[config.mk]
export PLATFORM = sky130hd
export DESIGN_NAME = tape_ctl_regs
export DESIGN_NICKNAME = d
export VERILOG_FILES = /design/src/rtl/tape_ctl_pkg.sv /design/src/rtl/tape_io_decode.sv /design/src/rtl/tape_line_seq.sv /design/src/rtl/tape_shift_regs.sv /design/src/rtl/tape_ctl_regs.sv
export SDC_FILE = /design/constraint.sdc
export NUM_CORES = 1
export LEC_CHECK = 0
export CAP_MARGIN = 30
export CORE_MARGIN = 2
export CORE_UTILIZATION = 58
export DETAILED_ROUTE_END_ITERATION = 12
export DONT_BUFFER_PORTS = 1
export HOLD_SLACK_MARGIN = 0.02
export PLACE_DENSITY_LB_ADDON = 0.3
export SKIP_CTS_REPAIR_TIMING = 1
export SLEW_MARGIN = 15
export SYNTH_ARGS = -nofsm -noshare
export SYNTH_HDL_FRONTEND = slang
export SYNTH_SLANG_ARGS = --single-unit
[constraint.sdc]
create_clock -name clk -period 2.3 [get_ports clk]
set_input_delay 0.345 -clock clk [delete_from_list [all_inputs] [get_ports clk]]
set_output_delay 0.345 -clock clk [all_outputs]
set_load 0.02 [all_outputs]
[src/rtl/tape_ctl_pkg.sv]
package tape_ctl_pkg;

    typedef enum logic [2:0] {
        IO_NOP       = 3'd0,
        IO_SKIP_LINE = 3'd1,
        IO_SKIP_TERR = 3'd2,
        IO_SKIP_QUAD = 3'd3,
        IO_LOAD_CMD  = 3'd4,
        IO_LOAD_DATA = 3'd5,
        IO_READ_STAT = 3'd6,
        IO_READ_DATA = 3'd7
    } io_op_e;

    // one state per line of a four-line word
    typedef enum logic [1:0] {
        PH_0 = 2'd0,
        PH_1 = 2'd1,
        PH_2 = 2'd2,
        PH_3 = 2'd3
    } phase_e;

    // bit positions inside the stored command field
    localparam int CMD_WRITE_BIT = 0;
    localparam int CMD_GO_BIT    = 1;
    localparam int CMD_REV_BIT   = 2;
    localparam int CMD_UNIT_BIT  = 3;

endpackage

[src/rtl/tape_io_decode.sv]
module tape_io_decode
    import tape_ctl_pkg::*;
#(
    parameter int WORD_W = 12,
    parameter int MARK_W = 6
) (
    input  logic                       io_stb,
    input  logic [2:0]                 io_pulse,
    input  logic [WORD_W-1:0]          io_acc,
    input  logic [WORD_W-MARK_W-3:0]   cmd_q,
    input  logic                       slf,
    input  logic                       qlf,
    input  logic                       tme,
    input  logic [MARK_W-1:0]          mark_q,
    input  logic [WORD_W-1:0]          data_q,
    input  logic                       unit_absent,
    input  logic                       unit_wlock,
    output logic                       io_skip,
    output logic [WORD_W-1:0]          io_acc_out,
    output logic                       ld_cmd,
    output logic                       ld_data,
    output logic                       clr_line,
    output logic                       new_cmd
);
    localparam int CMD_W = WORD_W - MARK_W - 2;
    localparam logic [CMD_W-1:0] MOTION_MASK = ~(CMD_W'(1) << CMD_WRITE_BIT);

    io_op_e            op;
    logic [WORD_W-1:0] status;
    logic [CMD_W-1:0]  acc_cmd;

    assign op      = io_op_e'(io_pulse);
    assign acc_cmd = io_acc[WORD_W-1 -: CMD_W];
    assign status  = {cmd_q, unit_wlock, tme | unit_absent, mark_q};

    always_comb begin
        io_skip    = 1'b0;
        io_acc_out = io_acc;
        ld_cmd     = 1'b0;
        ld_data    = 1'b0;
        clr_line   = 1'b0;
        if (io_stb) begin
            unique case (op)
                IO_NOP:       ;
                IO_SKIP_LINE: io_skip = slf;
                IO_SKIP_TERR: io_skip = tme;
                IO_SKIP_QUAD: io_skip = qlf;
                IO_LOAD_CMD: begin
                    ld_cmd     = 1'b1;
                    io_acc_out = '0;
                end
                IO_LOAD_DATA: begin
                    ld_data  = 1'b1;
                    clr_line = 1'b1;
                end
                IO_READ_STAT: begin
                    clr_line   = 1'b1;
                    io_acc_out = status;
                end
                IO_READ_DATA: begin
                    clr_line   = 1'b1;
                    io_acc_out = data_q;
                end
            endcase
        end
    end

    assign new_cmd = ld_cmd && (|((cmd_q ^ acc_cmd) & MOTION_MASK));

endmodule

[src/rtl/tape_line_seq.sv]
module tape_line_seq
    import tape_ctl_pkg::*;
(
    input  logic clk,
    input  logic rst_n,
    input  logic line_ev,
    input  logic clr_line,
    input  logic clr_terr,
    output logic slf,
    output logic qlf,
    output logic tme,
    output logic overrun
);
    phase_e phase, phase_nx;
    logic   wrap;

    always_comb begin
        unique case (phase)
            PH_0: phase_nx = PH_1;
            PH_1: phase_nx = PH_2;
            PH_2: phase_nx = PH_3;
            PH_3: phase_nx = PH_0;
        endcase
    end

    assign wrap    = line_ev && (phase == PH_3);
    assign overrun = wrap && qlf;

    // state register
    always_ff @(posedge clk) begin
        if (!rst_n)        phase <= PH_0;
        else if (clr_line) phase <= PH_0;
        else if (line_ev)  phase <= phase_nx;
    end

    // flag outputs
    always_ff @(posedge clk) begin
        if (!rst_n) begin
            slf <= 1'b0;
            qlf <= 1'b0;
            tme <= 1'b0;
        end else begin
            if (clr_line) begin
                slf <= 1'b0;
                qlf <= 1'b0;
            end else begin
                if (line_ev) slf <= 1'b1;
                if (wrap)    qlf <= 1'b1;
            end
            if (clr_terr)     tme <= 1'b0;
            else if (overrun) tme <= 1'b1;
        end
    end

endmodule

[src/rtl/tape_shift_regs.sv]
module tape_shift_regs #(
    parameter int WORD_W = 12,
    parameter int NIB_W  = 3,
    parameter int MARK_W = 6
) (
    input  logic              clk,
    input  logic              rst_n,
    input  logic              ld_data,
    input  logic [WORD_W-1:0] load_val,
    input  logic              line_ev,
    input  logic [NIB_W-1:0]  nib_in,
    input  logic              mark_in,
    input  logic              mark_clr,
    output logic [WORD_W-1:0] data_q,
    output logic [MARK_W-1:0] mark_q
);
    always_ff @(posedge clk) begin
        if (!rst_n)        data_q <= '0;
        else if (ld_data)  data_q <= load_val;
        else if (line_ev)  data_q <= {data_q[WORD_W-NIB_W-1:0], nib_in};
    end

    always_ff @(posedge clk) begin
        if (!rst_n)        mark_q <= '0;
        else if (mark_clr) mark_q <= '0;
        else if (line_ev)  mark_q <= {mark_q[MARK_W-2:0], mark_in};
    end

endmodule

[src/rtl/tape_ctl_regs.sv]
module tape_ctl_regs
    import tape_ctl_pkg::*;
#(
    parameter int WORD_W = 12,
    parameter int NIB_W  = 3,
    parameter int MARK_W = 6
) (
    input  logic              clk,
    input  logic              rst_n,
    input  logic              io_stb,
    input  logic [2:0]        io_pulse,
    input  logic [WORD_W-1:0] io_acc,
    output logic              io_skip,
    output logic [WORD_W-1:0] io_acc_out,
    input  logic              line_stb,
    input  logic              line_mark,
    input  logic [NIB_W-1:0]  line_nib,
    input  logic              unit_absent,
    input  logic              unit_wlock,
    output logic              cmd_unit,
    output logic              cmd_rev,
    output logic              cmd_go,
    output logic              cmd_write,
    output logic              new_cmd,
    output logic [NIB_W-1:0]  wr_nib
);
    localparam int CMD_W = WORD_W - MARK_W - 2;

    logic [CMD_W-1:0]  cmd_q;
    logic [WORD_W-1:0] data_q;
    logic [MARK_W-1:0] mark_q;
    logic              slf, qlf, tme, overrun;
    logic              ld_cmd, ld_data, clr_line;

    tape_io_decode #(.WORD_W(WORD_W), .MARK_W(MARK_W)) u_dec (
        .io_stb      (io_stb),
        .io_pulse    (io_pulse),
        .io_acc      (io_acc),
        .cmd_q       (cmd_q),
        .slf         (slf),
        .qlf         (qlf),
        .tme         (tme),
        .mark_q      (mark_q),
        .data_q      (data_q),
        .unit_absent (unit_absent),
        .unit_wlock  (unit_wlock),
        .io_skip     (io_skip),
        .io_acc_out  (io_acc_out),
        .ld_cmd      (ld_cmd),
        .ld_data     (ld_data),
        .clr_line    (clr_line),
        .new_cmd     (new_cmd)
    );

    tape_line_seq u_seq (
        .clk      (clk),
        .rst_n    (rst_n),
        .line_ev  (line_stb),
        .clr_line (clr_line),
        .clr_terr (ld_cmd),
        .slf      (slf),
        .qlf      (qlf),
        .tme      (tme),
        .overrun  (overrun)
    );

    tape_shift_regs #(.WORD_W(WORD_W), .NIB_W(NIB_W), .MARK_W(MARK_W)) u_shf (
        .clk      (clk),
        .rst_n    (rst_n),
        .ld_data  (ld_data),
        .load_val (io_acc),
        .line_ev  (line_stb),
        .nib_in   (line_nib),
        .mark_in  (line_mark),
        .mark_clr (new_cmd),
        .data_q   (data_q),
        .mark_q   (mark_q)
    );

    // command register: a host load outranks the overrun write drop
    always_ff @(posedge clk) begin
        if (!rst_n)       cmd_q <= '0;
        else if (ld_cmd)  cmd_q <= io_acc[WORD_W-1 -: CMD_W];
        else if (overrun) cmd_q[CMD_WRITE_BIT] <= 1'b0;
    end

    assign cmd_unit  = cmd_q[CMD_UNIT_BIT];
    assign cmd_rev   = cmd_q[CMD_REV_BIT];
    assign cmd_go    = cmd_q[CMD_GO_BIT];
    assign cmd_write = cmd_q[CMD_WRITE_BIT];
    assign wr_nib    = data_q[WORD_W-1 -: NIB_W];

endmodule

==> results.md <==
* Die ar. at between 3000 and 4000 um2
* Critical path class: reg -> out
* Syn Inst Count at 160
* Peak supply drop at 0.000354 V
* Post-DR vias/cell at around 6.2
* Mapped Avg Cell Area at about 10 um2
* Layout cells sized above 1 at 0.145
* Largest net degree at the start of global routing at 26
* Initial antenna violation count at 0
* Post-DP HPWL at 2310 um
* Sequential fraction of the synthesis area at 0.333
* DR vias at 1130
* Total Wirelength at ~3200 um
* All-Layer GR Usage at 0.204
* Max Fanout on Critical Path at 3
* Clock share of power at 0.238
* Fin crit period at around 1.8 ns
* Grt ovf at 0
* R2R Setup Slk at just under 1 ns
* Clock buffer count from CTS at 3
* CTS tree: built
* Wire per inst at roughly 18 um
* Switching share of power at 0.267
* Sequential Area at 541 um2
* Pins Over Slew Limit at 0
* Core Box Area at 2710 um2
* Worst Path Required at 1.96 ns
* # DRC at 0
* Crit path launch: u_seq.tme
* Reg-to-Reg End: u_shf.mark_q[5]
* Remaining antenna violation count after routing at 0
* Mapped cell area at about 1600 um2
* Clk sinks at 27
* Crit path launch type: flop
* FMAX at 543 MHz
* Clock Tree Buf Depth at 2
* RSZ-0062 raised after global routing: false
* Reg power frac at 0.600
* Max-cap violation count at 0
* Die Span X at roughly 57 um
* Number of synthesized flops with an enable pin at 0
* I/O pin total at 46
* First-pass GRT wire length at approximately 5200 um
* Worst r2r src: cmd_q[3]
* Clk pin slew, worst setup/hold paths at ~0.13 ns
* Fill count at roughly 260
* Hold Crit Class: in -> reg
* Clk root buf: clkbuf_4
* Antenna diode count at 0
* Fin crit share at 0.800
* H-tree depth at 1
* Leakage at just over 0.8 nW
* Status: finished, final reports clean
* Critical path destination: io_skip
* Crit path arrival time at around 1.5 ns
* FFs w/ async S/R, synth at 0
* Post-synth net total at 188
* Setup crit end kind: output pin
* Final hold vios at 0
* GPL Wtd Cong at 0.852
* PortBufs at 0
* DRT iter0 DRCs at 54
* Worst reg-to-reg path cell count at 3
* Initial Util at 0.599
* Sw Pwr at between 200 and 250 uW
* Comb power frac at 0.163
* Pwr per Cell Area at about 520 nW/um2
* FP Rows at 19
* Slew headroom at 0.544
* FF+latch count, synth at 27
* Number of global-route vias before repair at ~1100
* Synth Flop Type: dfxtp_1
* Setup-failing EPs final at 0
* Slew @ Worst Pin at 0.683 ns
* Synth unique cells at 32
* Die height at around 57 um
* Nets@finish at around 180
* Internal at 622 uW
* Ys Warns at 0
* Multi-input logic area at 976 um2
* WHS at between 0.1 and 0.15 ns
* Clk_lat worst skew at ~0.32 ns
* Setup TNS at 0 ns
* Initial DRT Pass Iterations at 4
* Post-Route Skew at around 0.0090 ns
* Area grow syn2layout at -0.386%
[layout make-up]
| class | count | area share |
|---|---|---|
| clock buffer | 3 | 0.0139 |
| tap | 31 | 0.0240 |
| sequential | 27 | 0.334 |
| inverter | 3 | 0.00697 |
| clock inverter | 1 | 0.00310 |
| timing repair buffer | 3 | 0.0139 |
| multi-input combinational | 115 | 0.604 |
[power groups by stage]
stage | Clock [mW] | Sequential [mW] | Combinational [mW]
2_1_floorplan | 0 | 0.510 | 0.148
5_1_grt | 0.236 | 0.512 | 0.149
3_3_place_gp | 0 | 0.518 | 0.134
3_5_place_dp | 0 | 0.519 | 0.139
6_report | 0.202 | 0.509 | 0.138
4_1_cts | 0.211 | 0.509 | 0.139
[synthesized netlist by cell type (4+ instances only)]
cell     number  area share
o211a_1      12       0.074
nand2_1      16       0.037
a22o_1       11       0.059
nor3b_1       7       0.032
buf_2         7       0.022
buf_4         4       0.019
nor2_1        7       0.016
dfxtp_1      27        0.33
nor2b_1       4       0.015
mux2_4       10       0.093
mux2i_1      22        0.14
[worst min path at each step]
stage	start	end	slack, ns	cells past startpoint
after floorplan	u_seq.tme	u_seq.tme	0.43	2
after global routing	line_stb	u_seq.phase[0]	0.08	1
after global placement	line_stb	u_seq.phase[0]	0.45	1
after CTS	line_stb	u_seq.phase[0]	0.10	1
final	line_stb	u_seq.phase[0]	0.12	1
after detailed placement	line_stb	u_seq.phase[0]	0.45	1
[critical path, cell delays in order, from the launching register on]
cell	delay [ns]
dfxtp_1	0.40
mux2_2	0.16
a22oi_1	0.05
nor3b_1	0.57
[sequential cells by signal, summed over array words and instances, names as in the netlist]
| register | flops |
|---|---|
| u_seq.slf | 1 |
| u_seq.tme | 1 |
| u_seq.qlf | 1 |
| u_seq.phase | 2 |
| u_shf.mark_q | 6 |
| cmd_q | 4 |
| u_shf.data_q | 12 |
[placed cells by master, fill, tap and decap left out, types with 4 or more instances in the layout]
| cell type | synthesis | final |
|---|---|---|
| mux2i_1 | 22 | 22 |
| o211a_1 | 12 | 12 |
| nor2_1 | 7 | 7 |
| dfxtp_1 | 27 | 27 |
| mux2_4 | 10 | 10 |
| a22o_1 | 11 | 11 |
| nor2b_1 | 4 | 4 |
| nor3b_1 | 7 | 7 |
| nand2_1 | 16 | 16 |
[logic make-up after synthesis]
kind of cell,synth area share
multiplexers,0.249
flip-flops,0.333
AND/OR/NAND/NOR,0.145
adder cells (fa/ha/maj),0.0231
XOR/XNOR,0.0162
AO/OA/AOI/OAI,0.168
buffers and inverters,0.0655
[layer usage]
metal / part of all wire / up-vias / global-route usage
met3: 0.073 / 4 / 0.0461
met1: 0.43 / 518 / 0.250
met5: 0 / - / 0
li1: - / 563 / -
met4: 0.012 / 0 / 0.0897
met2: 0.49 / 45 / 0.340
[stage by stage]
stage                     worst slack, ns  total power [mW]  utilization  cell area, um2  instances
final                               0.459             0.848        0.596            1620        183
after global routing                0.338             0.897        0.596            1620        183
after CTS                           0.448             0.860        0.596            1620        183
after detailed placement            0.677             0.658        0.586            1590        179
after global placement              0.683             0.652        0.586            1590        179
after floorplan                     0.545             0.658            -            1620        160
(Power assumes the default switching activity.)
